[src/rtl/i2c_slv_pkg.sv]
package i2c_slv_pkg;
  localparam int BYTE_BITS = 8;

  typedef enum logic [3:0] {
    ST_IDLE,
    ST_ADDR,
    ST_ACK_A,
    ST_REG,
    ST_ACK_R,
    ST_WDATA,
    ST_ACK_D,
    ST_GDATA,
    ST_ACK_G,
    ST_TX,
    ST_RACK,
    ST_SKIP
  } slv_state_e;
endpackage

[src/rtl/i2c_glitch_filter.sv]
module i2c_glitch_filter #(
  parameter int FILT_LEN = 4
) (
  input  logic clk_i,
  input  logic rst_ni,
  input  logic line_i,
  output logic line_o
);
  localparam int CW = $clog2(FILT_LEN + 1);

  logic [1:0]    sync_q;
  logic [CW-1:0] cnt_q;
  logic          out_q;

  always_ff @(posedge clk_i or negedge rst_ni) begin
    if (!rst_ni) begin
      sync_q <= 2'b11;
      cnt_q  <= '0;
      out_q  <= 1'b1;
    end else begin
      sync_q <= {sync_q[0], line_i};
      if (sync_q[1] == out_q) begin
        cnt_q <= '0;
      end else if (cnt_q == CW'(FILT_LEN - 1)) begin
        out_q <= sync_q[1];
        cnt_q <= '0;
      end else begin
        cnt_q <= cnt_q + CW'(1);
      end
    end
  end

  assign line_o = out_q;


  filt_settled_chk: assert property (@(posedge clk_i) disable iff (!rst_ni)
    (line_o != $past(line_o)) |-> ($past(sync_q[1]) == line_o));
endmodule

[src/rtl/i2c_bus_events.sv]
module i2c_bus_events #(
  parameter int FILT_LEN = 4
) (
  input  logic clk_i,
  input  logic rst_ni,
  input  logic scl_i,
  input  logic sda_i,
  output logic scl_o,
  output logic sda_o,
  output logic scl_rise_o,
  output logic scl_fall_o,
  output logic start_o,
  output logic stop_o
);
  logic [1:0] raw, filt;
  logic       scl_q, sda_q;

  assign raw = {sda_i, scl_i};

  for (genvar g = 0; g < 2; g++) begin : g_line
    i2c_glitch_filter #(.FILT_LEN(FILT_LEN)) u_filt (
      .clk_i  (clk_i),
      .rst_ni (rst_ni),
      .line_i (raw[g]),
      .line_o (filt[g])
    );
  end

  always_ff @(posedge clk_i or negedge rst_ni) begin
    if (!rst_ni) begin
      scl_q <= 1'b1;
      sda_q <= 1'b1;
    end else begin
      scl_q <= filt[0];
      sda_q <= filt[1];
    end
  end

  assign scl_o      = filt[0];
  assign sda_o      = filt[1];
  assign scl_rise_o = filt[0] & ~scl_q;
  assign scl_fall_o = ~filt[0] & scl_q;
  // SDA edge while SCL stays high
  assign start_o    = filt[0] & scl_q & sda_q & ~filt[1];
  assign stop_o     = filt[0] & scl_q & ~sda_q & filt[1];
endmodule

[src/rtl/i2c_ai_table.sv]
module i2c_ai_table #(
  parameter int                 AW     = 8,
  parameter int                 AI_NUM = 2,
  parameter logic [AI_NUM*AW-1:0] AI_LO = 16'h2000,
  parameter logic [AI_NUM*AW-1:0] AI_HI = 16'h2F0F
) (
  input  logic [AW-1:0] addr_i,
  output logic          ai_o
);
  logic [AI_NUM-1:0] hit;

  for (genvar g = 0; g < AI_NUM; g++) begin : g_rng
    localparam logic [AW-1:0] LO = AI_LO[g*AW +: AW];
    localparam logic [AW-1:0] HI = AI_HI[g*AW +: AW];
    assign hit[g] = ({1'b0, addr_i} >= {1'b0, LO}) && (addr_i <= HI);
  end

  assign ai_o = |hit;
endmodule

[src/rtl/i2c_slv_ctrl.sv]
module i2c_slv_ctrl
  import i2c_slv_pkg::*;
#(
  parameter logic [6:0] DEV_ADDR = 7'h2A,
  parameter int         AW       = 8
) (
  input  logic          clk_i,
  input  logic          rst_ni,
  input  logic          scl_i,
  input  logic          sda_i,
  input  logic          scl_rise_i,
  input  logic          scl_fall_i,
  input  logic          start_i,
  input  logic          stop_i,
  input  logic          ai_i,
  input  logic [7:0]    reg_rdata_i,
  output logic          sda_oe_o,
  output logic [AW-1:0] reg_addr_o,
  output logic [7:0]    reg_wdata_o,
  output logic          reg_we_o,
  output logic          reg_re_o,
  output logic          gc_we_o
);
  localparam logic [3:0] FULL = 4'(BYTE_BITS);

  slv_state_e    state_q;
  logic [3:0]    cnt_q;
  logic [7:0]    sh_q, wdata_q;
  logic [AW-1:0] ptr_q;
  logic          oe_q, rw_q, gc_q, ackd_q, we_q, re_q, gcwe_q;
  logic          rx_st, byte_done;

  assign rx_st = (state_q == ST_ADDR) || (state_q == ST_REG) ||
                 (state_q == ST_WDATA) || (state_q == ST_GDATA);
  assign byte_done = scl_fall_i && (cnt_q == FULL);

  always_ff @(posedge clk_i or negedge rst_ni) begin
    if (!rst_ni) begin
      state_q <= ST_IDLE;
      cnt_q   <= '0;
      sh_q    <= '0;
      wdata_q <= '0;
      ptr_q   <= '0;
      oe_q    <= 1'b0;
      rw_q    <= 1'b0;
      gc_q    <= 1'b0;
      ackd_q  <= 1'b0;
      we_q    <= 1'b0;
      re_q    <= 1'b0;
      gcwe_q  <= 1'b0;
    end else begin
      we_q   <= 1'b0;
      re_q   <= 1'b0;
      gcwe_q <= 1'b0;
      if (stop_i) begin
        state_q <= ST_IDLE;
        oe_q    <= 1'b0;
      end else if (start_i) begin
        state_q <= ST_ADDR;
        cnt_q   <= '0;
        oe_q    <= 1'b0;
      end else begin
        if (scl_rise_i && rx_st) begin
          sh_q  <= {sh_q[6:0], sda_i};
          cnt_q <= cnt_q + 4'd1;
        end
        unique case (state_q)
          ST_ADDR: if (byte_done) begin
            if (sh_q[7:1] == DEV_ADDR) begin
              oe_q <= 1'b1; rw_q <= sh_q[0]; gc_q <= 1'b0; state_q <= ST_ACK_A;
            end else if (sh_q == 8'h00) begin
              oe_q <= 1'b1; rw_q <= 1'b0; gc_q <= 1'b1; state_q <= ST_ACK_A;
            end else begin
              state_q <= ST_SKIP;
            end
          end
          ST_ACK_A: if (scl_fall_i) begin
            cnt_q <= '0;
            if (gc_q) begin
              oe_q <= 1'b0; state_q <= ST_GDATA;
            end else if (rw_q) begin
              sh_q <= reg_rdata_i; oe_q <= ~reg_rdata_i[7]; re_q <= 1'b1; state_q <= ST_TX;
            end else begin
              oe_q <= 1'b0; state_q <= ST_REG;
            end
          end
          ST_REG: if (byte_done) begin
            ptr_q <= AW'(sh_q); oe_q <= 1'b1; state_q <= ST_ACK_R;
          end
          ST_WDATA: if (byte_done) begin
            wdata_q <= sh_q; we_q <= 1'b1; oe_q <= 1'b1; state_q <= ST_ACK_D;
          end
          ST_GDATA: if (byte_done) begin
            wdata_q <= sh_q; gcwe_q <= 1'b1; oe_q <= 1'b1; state_q <= ST_ACK_G;
          end
          ST_ACK_R, ST_ACK_D, ST_ACK_G: if (scl_fall_i) begin
            oe_q  <= 1'b0;
            cnt_q <= '0;
            if (state_q == ST_ACK_D && ai_i) ptr_q <= ptr_q + AW'(1);
            state_q <= (state_q == ST_ACK_G) ? ST_GDATA : ST_WDATA;
          end
          ST_TX: begin
            if (scl_rise_i) cnt_q <= cnt_q + 4'd1;
            if (scl_fall_i) begin
              if (cnt_q == FULL) begin
                oe_q <= 1'b0; state_q <= ST_RACK;
              end else begin
                sh_q <= {sh_q[6:0], 1'b0}; oe_q <= ~sh_q[6];
              end
            end
          end
          ST_RACK: begin
            if (scl_rise_i) begin
              ackd_q <= ~sda_i;
              if (!sda_i && ai_i) ptr_q <= ptr_q + AW'(1);
            end
            if (scl_fall_i) begin
              if (ackd_q) begin
                cnt_q <= '0; sh_q <= reg_rdata_i; oe_q <= ~reg_rdata_i[7];
                re_q <= 1'b1; state_q <= ST_TX;
              end else begin
                state_q <= ST_SKIP;
              end
            end
          end
          default: ;
        endcase
      end
    end
  end

  assign sda_oe_o    = oe_q;
  assign reg_addr_o  = ptr_q;
  assign reg_wdata_o = wdata_q;
  assign reg_we_o    = we_q;
  assign reg_re_o    = re_q;
  assign gc_we_o     = gcwe_q;


  oe_scl_low_chk: assert property (@(posedge clk_i) disable iff (!rst_ni)
    $rose(sda_oe_o) |-> !scl_i);

  quiet_idle_chk: assert property (@(posedge clk_i) disable iff (!rst_ni)
    (state_q == ST_SKIP || state_q == ST_IDLE) |-> !sda_oe_o);

  strobe_excl_chk: assert property (@(posedge clk_i) disable iff (!rst_ni)
    $onehot0({reg_we_o, gc_we_o, reg_re_o}));

  ptr_on_edge_chk: assert property (@(posedge clk_i) disable iff (!rst_ni)
    (reg_addr_o != $past(reg_addr_o)) |-> $past(scl_rise_i || scl_fall_i));

  stop_idle_chk: assert property (@(posedge clk_i) disable iff (!rst_ni)
    stop_i |=> (state_q == ST_IDLE && !sda_oe_o));

  start_addr_chk: assert property (@(posedge clk_i) disable iff (!rst_ni)
    (start_i && !stop_i) |=> (state_q == ST_ADDR && cnt_q == 4'd0));
endmodule

[src/rtl/i2c_reg_slave.sv]
module i2c_reg_slave #(
  parameter logic [6:0]           DEV_ADDR = 7'h2A,
  parameter int                   AW       = 8,
  parameter int                   FILT_LEN = 4,
  parameter int                   AI_NUM   = 2,
  parameter logic [AI_NUM*AW-1:0] AI_LO    = 16'h2000,
  parameter logic [AI_NUM*AW-1:0] AI_HI    = 16'h2F0F
) (
  input  logic          clk_i,
  input  logic          rst_ni,
  input  logic          scl_i,
  input  logic          sda_i,
  output logic          sda_oe_o,
  output logic [AW-1:0] reg_addr_o,
  output logic [7:0]    reg_wdata_o,
  output logic          reg_we_o,
  output logic          reg_re_o,
  input  logic [7:0]    reg_rdata_i,
  output logic          gc_we_o
);
  logic scl_f, sda_f, scl_rise, scl_fall, start_c, stop_c, ai;

  i2c_bus_events #(.FILT_LEN(FILT_LEN)) u_events (
    .clk_i      (clk_i),
    .rst_ni     (rst_ni),
    .scl_i      (scl_i),
    .sda_i      (sda_i),
    .scl_o      (scl_f),
    .sda_o      (sda_f),
    .scl_rise_o (scl_rise),
    .scl_fall_o (scl_fall),
    .start_o    (start_c),
    .stop_o     (stop_c)
  );

  i2c_ai_table #(.AW(AW), .AI_NUM(AI_NUM), .AI_LO(AI_LO), .AI_HI(AI_HI)) u_ai (
    .addr_i (reg_addr_o),
    .ai_o   (ai)
  );

  i2c_slv_ctrl #(.DEV_ADDR(DEV_ADDR), .AW(AW)) u_ctrl (
    .clk_i       (clk_i),
    .rst_ni      (rst_ni),
    .scl_i       (scl_f),
    .sda_i       (sda_f),
    .scl_rise_i  (scl_rise),
    .scl_fall_i  (scl_fall),
    .start_i     (start_c),
    .stop_i      (stop_c),
    .ai_i        (ai),
    .reg_rdata_i (reg_rdata_i),
    .sda_oe_o    (sda_oe_o),
    .reg_addr_o  (reg_addr_o),
    .reg_wdata_o (reg_wdata_o),
    .reg_we_o    (reg_we_o),
    .reg_re_o    (reg_re_o),
    .gc_we_o     (gc_we_o)
  );
endmodule

[config.mk]
export PLATFORM = sky130hd
export DESIGN_NAME = i2c_reg_slave
export DESIGN_NICKNAME = d
export VERILOG_FILES = /design/src/rtl/i2c_slv_pkg.sv /design/src/rtl/i2c_glitch_filter.sv /design/src/rtl/i2c_bus_events.sv /design/src/rtl/i2c_ai_table.sv /design/src/rtl/i2c_slv_ctrl.sv /design/src/rtl/i2c_reg_slave.sv
export SDC_FILE = /design/constraint.sdc
export NUM_CORES = 1
export LEC_CHECK = 0
export ABC_CLOCK_PERIOD_IN_PS = 3200
export CAP_MARGIN = 0
export CORE_MARGIN = 2
export CORE_UTILIZATION = 57
export DETAILED_ROUTE_END_ITERATION = 10
export PLACE_DENSITY = 0.8
export SYNTH_ARGS = -nofsm -noshare
export SYNTH_HDL_FRONTEND = slang
export SYNTH_HIERARCHICAL = 1
export SYNTH_SLANG_ARGS = --single-unit
[constraint.sdc]
create_clock -name clk_i -period 3.2 [get_ports clk_i]
set_clock_uncertainty 0.15 [all_clocks]
set_input_delay 0.96 -clock clk_i [delete_from_list [all_inputs] [get_ports clk_i]]
set_output_delay 0.96 -clock clk_i [all_outputs]
set_load 0.02 [all_outputs]
# ---- After elaboration in Yosys (flattened, before gate mapping)
# Cells that the tools add are included.
dict set report word_totals {
  reg_bits 53
  in_bits 12
  output_inout_bits 20
  elab_cells 182
}
dict set report classes {
  n_addsub 4
  order_cmp 3
  n_eq_ne 33
  mux 77
  bitwise 17
  n_reduce_logical 28
}
# op count
set op_table {}
lappend op_table {{8-bit 2-to-1 mux} 13}
lappend op_table {{4-bit 2-to-1 mux} 21}
lappend op_table {{8-bit one-hot mux with 3 select lines} 2}
lappend op_table {{4-bit by 3-bit != test with 1-bit output (second input constant)} 10}
lappend op_table {{4-bit one-hot mux with 8 select lines} 1}
lappend op_table {{1-bit 2-to-1 mux} 31}
lappend op_table {{4-bit by 3-bit == test with 1-bit output (second input constant)} 4}
lappend op_table {{4-bit == test (second input constant)} 4}
lappend op_table {{3-bit 2-to-1 mux} 4}
lappend op_table {{4-bit one-hot mux with 3 select lines} 1}
lappend op_table {{2-bit by 1-bit != test with 1-bit output (second input constant)} 5}
lappend op_table {{1-bit NOT} 10}
lappend op_table {{10-bit AND reduction} 1}
lappend op_table {{10-bit nonzero test} 1}
lappend op_table {{9-bit AND reduction} 1}
lappend op_table {{8-bit by 1-bit adder with 8-bit output (second input constant)} 1}
lappend op_table {{4-bit by 2-bit == test with 1-bit output (second input constant)} 2}
lappend op_table {{8-bit by 6-bit >= comparator with 1-bit output (second input constant)} 1}
lappend op_table {{8-bit by 4-bit <= comparator with 1-bit output (second input constant)} 1}
lappend op_table {{8-bit by 6-bit <= comparator with 1-bit output (second input constant)} 1}
lappend op_table {{8-bit logical NOT} 1}
lappend op_table {{4-bit AND reduction} 2}
lappend op_table {{8-bit AND reduction} 1}
lappend op_table {{8-bit nonzero test} 1}
lappend op_table {{22 further kinds} 42}

# ---- Longest topological paths before layout
# Gate-level depths: netlist of the first run.
dict set report logic_depth {
  depth_word 10
  ltp_mapped 8
  ltp_nobuf 7
}

# ---- Modules after synthesis
# The synthesis of the first run kept the hierarchy.
# mod n_inst cells_per_inst area_per_inst_um2 seq_area_each_um2
set modules_own_cells {}
lappend modules_own_cells {i2c_slv_ctrl 1 282 2596.2 975.9}
lappend modules_own_cells {i2c_glitch_filter 2 13 220.2 153.9}
lappend modules_own_cells {i2c_bus_events 1 6 85.1 52.6}
lappend modules_own_cells {i2c_ai_table 1 1 10.0 0.0}

# ---- Worst setup path before layout of the first run
# No wires, ideal clock.
dict set report synth_timing {
  kind {register to register}
  from {register u_events.scl_q}
  to {register u_ctrl.gc_q}
  setup_time_ns 0.125
  arrival_time_ns 2.073
  t_required_ns 2.925
  setup_slack_ns 0.852
  stages_incl_launch_ff 6
  n_path_buf 0
  synth_period_minus_slack_ns 2.348
  cell_sequence {dfstp_2 nor2b_1 or3b_4 or4_4 o21ai_0 o21ai_1}
}
dict set report synth_between {
  word_cells_on_any_way 10
  cone_classes {bitwise (8); reduce/logical (2)}
}
# element line
set synth_lines {}
lappend synth_lines {{start, declared} i2c_bus_events.sv:16} ;# logic scl_q, sda_q;
lappend synth_lines {{start signal, assigned} i2c_bus_events.sv:34} ;# scl_q <= filt[0];
lappend synth_lines {{1-bit AND} i2c_bus_events.sv:42} ;# assign scl_fall_o = ~filt[0] & scl_q;
lappend synth_lines {{named net scl_fall} i2c_reg_slave.sv:21} ;# logic scl_f, sda_f, scl_rise, scl_fall, start_c, stop_c, ai;
lappend synth_lines {{1-bit logical AND} i2c_slv_ctrl.sv:35} ;# assign byte_done = scl_fall_i && (cnt_q == FULL);
lappend synth_lines {{5-bit AND reduction (no line)} -}
lappend synth_lines {{end signal, assigned} i2c_slv_ctrl.sv:46} ;# gc_q <= 1'b0;
lappend synth_lines {{end signal, assigned} i2c_slv_ctrl.sv:70} ;# oe_q <= 1'b1; rw_q <= sh_q[0]; gc_q <= 1'b0; state_q <= ST_ACK_A;
lappend synth_lines {{end signal, assigned} i2c_slv_ctrl.sv:72} ;# oe_q <= 1'b1; rw_q <= 1'b0; gc_q <= 1'b1; state_q <= ST_ACK_A;
lappend synth_lines {{end, declared} i2c_slv_ctrl.sv:30} ;# logic oe_q, rw_q, gc_q, ackd_q, we_q, re_q, gcwe_q;
# The timed path passes the listed nets, and every way through them passes these cells.
# A chain may end at the register's enable or synchronous reset.

# ---- Worst setup path in the final report of the first run
dict set report layout_timing {
  from {register u_events.g_line[1].u_filt.out_q}
  to {register u_ctrl.ptr_q[5], in the netlist u_ctrl/reg_addr_o[5]}
}
dict set report layout_between {
  elab_chain_cells 4
  word_cells_on_any_way 9
  cone_classes {eq/ne (1); bitwise (5); reduce/logical (3)}
}
# element line
set layout_lines {}
lappend layout_lines {{start, declared} i2c_glitch_filter.sv:13} ;# logic out_q;
lappend layout_lines {{start signal, assigned} i2c_glitch_filter.sv:25} ;# out_q <= sync_q[1];
lappend layout_lines {{1-bit NOT} i2c_bus_events.sv:44} ;# assign start_o = filt[0] & scl_q & sda_q & ~filt[1];
lappend layout_lines {{1-bit AND} i2c_bus_events.sv:44}
lappend layout_lines {{named net start_c} i2c_reg_slave.sv:21}
lappend layout_lines {{1-bit NOT (no line)} -}
lappend layout_lines {{8-bit AND reduction (no line)} -}
lappend layout_lines {{end signal, assigned} i2c_slv_ctrl.sv:99} ;# if (state_q == ST_ACK_D && ai_i) ptr_q <= ptr_q + AW'(1);
lappend layout_lines {{end signal, assigned} i2c_slv_ctrl.sv:115} ;# if (!sda_i && ai_i) ptr_q <= ptr_q + AW'(1);
lappend layout_lines {{end, declared} i2c_slv_ctrl.sv:29} ;# logic [AW-1:0] ptr_q;
# The timed path passes the listed nets, and every way through them passes these cells.

==> run summary, run 1 <==
outcome -> finished, final reports clean
Syn Area/Cell -> 9.94 µm²
total power -> 3.24 mW
RSZ-0062 raised after global routing -> no
clock root buffer -> clkbuf_8
initial antenna violation count -> 0
Final HPWL DP -> 4890 µm
Post-DRT Antenna Nets -> 0
sw frac -> 0.440
post-synthesis mux area share -> 0.0839
WP data arrival -> 2670 ps
Tmin final -> 2580 ps
pwr dens -> 912 nW/µm²
post-CTS setup buffer count -> 0
reg2reg setup slack -> 620 ps
startpoint types -> register
CTS tree -> done
post-synthesis async set-or-reset flop share -> 1.00
final core occ -> 0.684
io pins -> 32
CTS Sinks -> 53
FILL cells -> 396
Final Hold Fails -> 0
All-Layer GR Usage -> 0.241
layout cell share with drive strength beyond 1 -> 0.150
DRC Markers -> 0
largest family of logic cells by synthesized area -> simple AND/OR/NAND/NOR gates
crit path launch -> u_events/g_line[1].u_filt/line_o
Sw Pwr -> 1.43 mW
max cap viols -> 0
Leak Pwr -> 1.48 nW
commonest non-fill, non-tap cell in the layout -> dfrtp_1
H-tree depth -> 2
post-layout instance area -> 3560 µm²
first-pass GRT wire length -> 11800 µm
Iteration-0 DRC Markers -> 316
Worst-path clk slew -> 100 ps
Final Max Slew Viols -> 0
R2R Path End -> u_ctrl/reg_addr_o[5]
register area -> 1340 µm²
Netlist cell types -> 69
Setup TNS Final -> 0 ps
drt first pass iters -> 5
Clk Latency, worst-skew pair -> 320 ps
crit path max fanout -> 14
# diodes -> 0
post-synthesis simple-gate area fraction -> 0.224
Multi-input gate area -> 1650 µm²
Hold Buf Count CTS -> 0
Seq/Total Area, Yosys -> 0.427
Synth Area in XOR/XNOR -> 0.00839
GPL Wtd Cong -> 0.963
post-route setup slack -> 615 ps
Max Clock Freq -> 387 MHz
Cells after Synth -> 315
CTS buffer count -> 5
detailed-route via count -> 2672
final setup violation count -> 0
share of power burned in registers -> 0.395
flops & latches, synth -> 53
vias in the first global route -> 2439
Hold WC Path Type -> register to register
Rows -> 26
gr ovfl total -> 0
Post-synth EDFFs -> 0
peak supply drop -> 0.530 mV
Clk pwr share -> 0.150
dpl ws -> 647 ps
Reg2Reg Depth -> 6
Layout area overhead -> 13.6%
Layout Nets -> 356
leading register cell type out of synthesis -> dfrtp_1
Via-to-Cell Ratio -> 6.52
Die Y -> 78.1 µm
Placed Instance Area -> 3440 µm²
die area -> 6100 µm²
routed wire length per instance -> 17.7 µm
synth warn -> 6
die width -> 78.1 µm
Synth Area in Adders -> 0.0200
Worst Tran Pin Value -> 713 ps
endpoint class of the critical path -> register
CP Data Required Time -> 3290 ps
Core ar. -> 5200 µm²
placed cells -> 402
Layout Cells excl Fill -> 410
commonest non-fill, non-tap cells in the layout -> dfrtp_1, clkdlybuf4s50_1, nand2_1
WHS -> 209 ps
max_slew headroom -> 0.525
reg2reg start -> u_events/g_line[1].u_filt/line_o
CTS max path bufs -> 2
Final period util -> 0.808
post-synthesis compound-gate area fraction -> 0.191
port bufs -> 31
CTS resizes -> 0
Mapped Area -> 3130 µm²
Worst Setup Path Type -> register to register
internal power -> 1.82 mW
Critical Path Sink -> u_ctrl/reg_addr_o[5]
Initial Util -> 0.602
largest net degree at the start of global routing -> 54
WL final -> 7240 µm
net count after synthesis -> 332
Comb pwr share -> 0.455
## per-layer routing
layer  GRT usage  wire length [µm]  vias up
met5           0                 0        -
met4      0.0772                96        0
met3      0.0414               511       10
met2       0.354              3260      144
met1       0.364              3370     1281
li1            -                 -     1237
## final cells by class
class,instances,area share
multi-input combinational,236,0.463
clock inverter,2,0.0105
tap,70,0.0246
inverter,8,0.00844
clock buffer,6,0.0232
timing repair buffer,35,0.0942
sequential,53,0.376
## cell families after synthesis
group / Yosys count
AOI/OAI and AO/OA: 88
xor gates and xnor gates: 3
adders and majority gates: 5
buffers and inverters: 26
DFF: 53
muxes: 24
and+or+nand+nor: 116
## sequential cells by signal (all words and copies together), names as in the netlist, 2 cells and up
signal,cells
u_events/g_line.u_filt/line_o,2
u_ctrl/reg_wdata_o,8
u_ctrl/cnt_q,4
u_events/g_line.u_filt/sync_q,4
u_ctrl/state_q,4
u_ctrl/reg_addr_o,8
u_events/g_line.u_filt/cnt_q,6
u_ctrl/sh_q,8
## worst min-delay path by stage
stage / start / to / slack [ps] / depth (start not counted)
CTS: u_events/g_line[0].u_filt/sync_q[0] / u_events/g_line[0].u_filt/sync_q[1] / 210 / 0
floorplan: u_events/g_line[0].u_filt/sync_q[0] / u_events/g_line[0].u_filt/sync_q[1] / 200 / 0
detailed placement: u_events/g_line[0].u_filt/sync_q[0] / u_events/g_line[0].u_filt/sync_q[1] / 200 / 0
global route: u_events/g_line[0].u_filt/sync_q[0] / u_events/g_line[0].u_filt/sync_q[1] / 220 / 0
finish: u_events/g_line[0].u_filt/sync_q[0] / u_events/g_line[0].u_filt/sync_q[1] / 210 / 0
global placement: u_events/g_line[0].u_filt/sync_q[0] / u_events/g_line[0].u_filt/sync_q[1] / 200 / 0
## synth_stat cells (2+ instances only)
master / n / area (µm²)
dfrtp_1: 45 / 1130
nand2_1: 28 / 105
a21oi_1: 20 / 100
mux2_2: 18 / 203
nor2_1: 14 / 52.6
o21ai_0: 12 / 60.1
nand3_1: 11 / 55.1
a22oi_1: 10 / 75.1
o22ai_1: 10 / 62.6
nor3_1: 9 / 45.0
dfstp_2: 8 / 210
inv_1: 8 / 30.0
buf_2: 7 / 35.0
a31oi_1: 6 / 37.5
mux2i_1: 6 / 60.1
nor2b_1: 6 / 37.5
nor3b_1: 6 / 45.0
ha_1: 5 / 62.6
nand2b_1: 5 / 31.3
buf_4: 4 / 30.0
clkbuf_1: 4 / 15.0
nand3b_1: 4 / 30.0
o211ai_1: 4 / 30.0
nand4_1: 3 / 18.8
nor4bb_1: 3 / 30.0
o2111ai_1: 3 / 26.3
a211oi_1: 2 / 15.0
and2_1: 2 / 12.5
and3b_1: 2 / 17.5
and4b_1: 2 / 20.0
buf_6: 2 / 22.5
nor2b_4: 2 / 27.5
nor4_1: 2 / 12.5
o211a_1: 2 / 20.0
o21bai_1: 2 / 15.0
o32a_1: 2 / 20.0
o32ai_1: 2 / 17.5
or4_4: 2 / 22.5
xnor2_1: 2 / 17.5
## critical path: stages (launching register included)
cell and delay [ps]:
dfstp_2 620, and4b_1 290, or3b_4 430, o22ai_1 240, o211a_1 470, a21oi_1 130, a21oi_1 170
## power groups by stage
stage / clock network, mW / logic (mW) / registers, mW
2_1_floorplan: 0 / 1.20 / 1.14
3_3_place_gp: 0 / 1.40 / 1.27
3_5_place_dp: 0 / 1.44 / 1.28
4_1_cts: 0.496 / 1.46 / 1.27
5_1_grt: 0.520 / 1.61 / 1.33
6_report: 0.486 / 1.48 / 1.28
Power figures use the tool's default switching activity.
==> inputs of run 2 (changes only) <==
--- a/config.mk
+++ b/config.mk
@@ -5,12 +5,12 @@
 export SDC_FILE = /design/constraint.sdc
 export NUM_CORES = 1
 export LEC_CHECK = 0
-export ABC_CLOCK_PERIOD_IN_PS = 3200
+export ABC_CLOCK_PERIOD_IN_PS = 2200
 export CAP_MARGIN = 0
 export CORE_MARGIN = 2
-export CORE_UTILIZATION = 57
+export CORE_UTILIZATION = 51
 export DETAILED_ROUTE_END_ITERATION = 10
-export PLACE_DENSITY = 0.8
+export PLACE_DENSITY = 0.76
 export SYNTH_ARGS = -nofsm -noshare
 export SYNTH_HDL_FRONTEND = slang
 export SYNTH_HIERARCHICAL = 1
==> constraint.sdc (replaced) <==
create_clock -name clk_i -period 2.2 [get_ports clk_i]
set_clock_uncertainty 0.15 [all_clocks]
set_input_delay 0.66 -clock clk_i [delete_from_list [all_inputs] [get_ports clk_i]]
set_output_delay 0.66 -clock clk_i [all_outputs]
set_load 0.02 [all_outputs]
==> run summary, run 2 (same netlist as run 1, synthesis figures left out) <==
outcome -> complete, but fails checks
failing checks -> negative setup slack
dpl ws -> -63.0 ps
Top cell by count, worst path -> a21oi_1
Layout Nets -> 395
max cap viols -> 0
All-Layer GR Usage -> 0.260
Die Y -> 82.4 µm
Final Max Slew Viols -> 0
startpoint types -> register
H-tree depth -> 2
layout cell share with drive strength beyond 1 -> 0.256
Via-to-Cell Ratio -> 6.28
CTS max path bufs -> 2
Tmin final -> 2250 ps
Initial Util -> 0.529
Core ar. -> 5920 µm²
CP Data Required Time -> 2290 ps
final setup violation count -> 15
Rows -> 28
max_slew headroom -> 0.681
crit path max fanout -> 14
Layout area overhead -> 25.1%
worst stage delay on the critical path -> 550 ps
Iteration-0 DRC Markers -> 317
Setup TNS Final -> -365 ps
Worst-path clk slew -> 100 ps
die width -> 82.4 µm
sw frac -> 0.435
Hold Buf Count CTS -> 0
Worst Setup Path Type -> register to register
CP Cell Sequence -> and4b_1, or3b_4, o22ai_1, o211a_1, buf_12, a21oi_1, a21oi_1
GPL Wtd Cong -> 0.963
io pins -> 32
Clk Latency, worst-skew pair -> 310 ps
post-layout instance area -> 3920 µm²
drt first pass iters -> 4
Final HPWL DP -> 5970 µm
post-route setup slack -> -54.8 ps
Max Clock Freq -> 443 MHz
Post-DRT Antenna Nets -> 0
Sw Pwr -> 2.25 mW
CTS buffer count -> 5
port bufs -> 31
first-pass GRT wire length -> 13300 µm
Comb pwr share -> 0.582
internal power -> 2.92 mW
commonest non-fill, non-tap cells in the layout -> dfrtp_1, buf_4, nand2_1
commonest non-fill, non-tap cell in the layout -> dfrtp_1
die area -> 6780 µm²
Clk pwr share -> 0.107
DRC Markers -> 0
FILL cells -> 477
Leak Pwr -> 1.71 nW
routed wire length per instance -> 18.3 µm
Placed Instance Area -> 3790 µm²
R2R Path End -> u_ctrl/reg_addr_o[3]
WP data arrival -> 2350 ps
Final period util -> 1.02
endpoint class of the critical path -> register
largest net degree at the start of global routing -> 54
initial antenna violation count -> 0
share of power burned in registers -> 0.310
Reg2Reg Depth -> 7
gr ovfl total -> 0
vias in the first global route -> 2712
WHS -> 178 ps
# diodes -> 0
clock root buffer -> clkbuf_8
CTS tree -> done
reg2reg start -> u_events/sda_q
CTS Sinks -> 53
peak supply drop -> 0.717 mV
pwr dens -> 1320 nW/µm²
detailed-route via count -> 2852
reg2reg setup slack -> -50 ps
WL final -> 8320 µm
Hold WC Path Type -> primary input to asynchronous set/reset pin
Final Hold Fails -> 0
Max stage delay cell, worst path -> dfstp_2
Worst Tran Pin Value -> 474 ps
RSZ-0062 raised after global routing -> yes
run 2: through the flow:
stage,utilization,cells,power (mW)
detailed placement,0.640,445,4.54
global placement,0.640,445,4.46
finish,0.662,454,5.17
floorplan,-,315,3.41
global route,0.662,454,5.52
CTS,0.657,454,5.10
run 2: per-layer routing:
| layer | part of all wire | track usage | vias to the layer above |
|---|---|---|---|
| met5 | 0 | 0 | - |
| met4 | 0.012 | 0.0717 | 0 |
| met3 | 0.068 | 0.0543 | 8 |
| met2 | 0.47 | 0.396 | 122 |
| met1 | 0.45 | 0.374 | 1409 |
| li1 | - | - | 1313 |
run 2: worst max path at each step:
| stage | end | start | cells after the start | slack, ps |
|---|---|---|---|---|
| after floorplan | u_ctrl/gc_q | u_events/g_line[1].u_filt/line_o | 6 | -20 |
| after global placement | u_ctrl/gc_q | u_events/g_line[1].u_filt/line_o | 6 | 20 |
| after CTS | u_ctrl/gc_q | u_events/sda_q | 6 | -40 |
| after detailed placement | u_ctrl/reg_wdata_o[5] | u_events/g_line[1].u_filt/line_o | 5 | -60 |
| final | u_ctrl/reg_addr_o[3] | u_events/sda_q | 7 | -50 |
| after global routing | u_ctrl/gc_q | u_events/sda_q | 6 | -130 |
run 2: cell type report:
| type | instances | area [µm²] | area share |
|---|---|---|---|
| clock inverters | 2 | 15.0 | 0.00383 |
| flip-flops and latches | 53 | 1340 | 0.341 |
| clock buffers | 6 | 72.6 | 0.0185 |
| multi-input cells | 236 | 1690 | 0.430 |
| well taps | 75 | 93.8 | 0.0240 |
| inverters | 8 | 30.0 | 0.00767 |
| repair buffers | 74 | 683 | 0.174 |
run 2: power by group through the flow:
stage          sequential (mW)  combinational [mW]  clock, mW
3_3_place_gp              1.60                2.86          0
4_1_cts                   1.60                2.94      0.568
5_1_grt                   1.64                3.26      0.613
2_1_floorplan             1.66                1.75          0
6_report                  1.60                3.01      0.554
3_5_place_dp              1.62                2.92          0
run 2: timing repair:
action | in CTS | in global routing
resized for setup | 6 | 9
buffers inserted | 1 | 0
endpoints found under the setup margin | 21 | 30
cloned | 0 | 0
run 2: critical path: cells and delay by family (launching register included):
| family | cells | cell delay, ps |
|---|---|---|
| AOI/OAI and AO/OA | 4 | 700 |
| buffers and inverters | 1 | 140 |
| and+or+nand+nor | 2 | 650 |
| DFF | 1 | 550 |
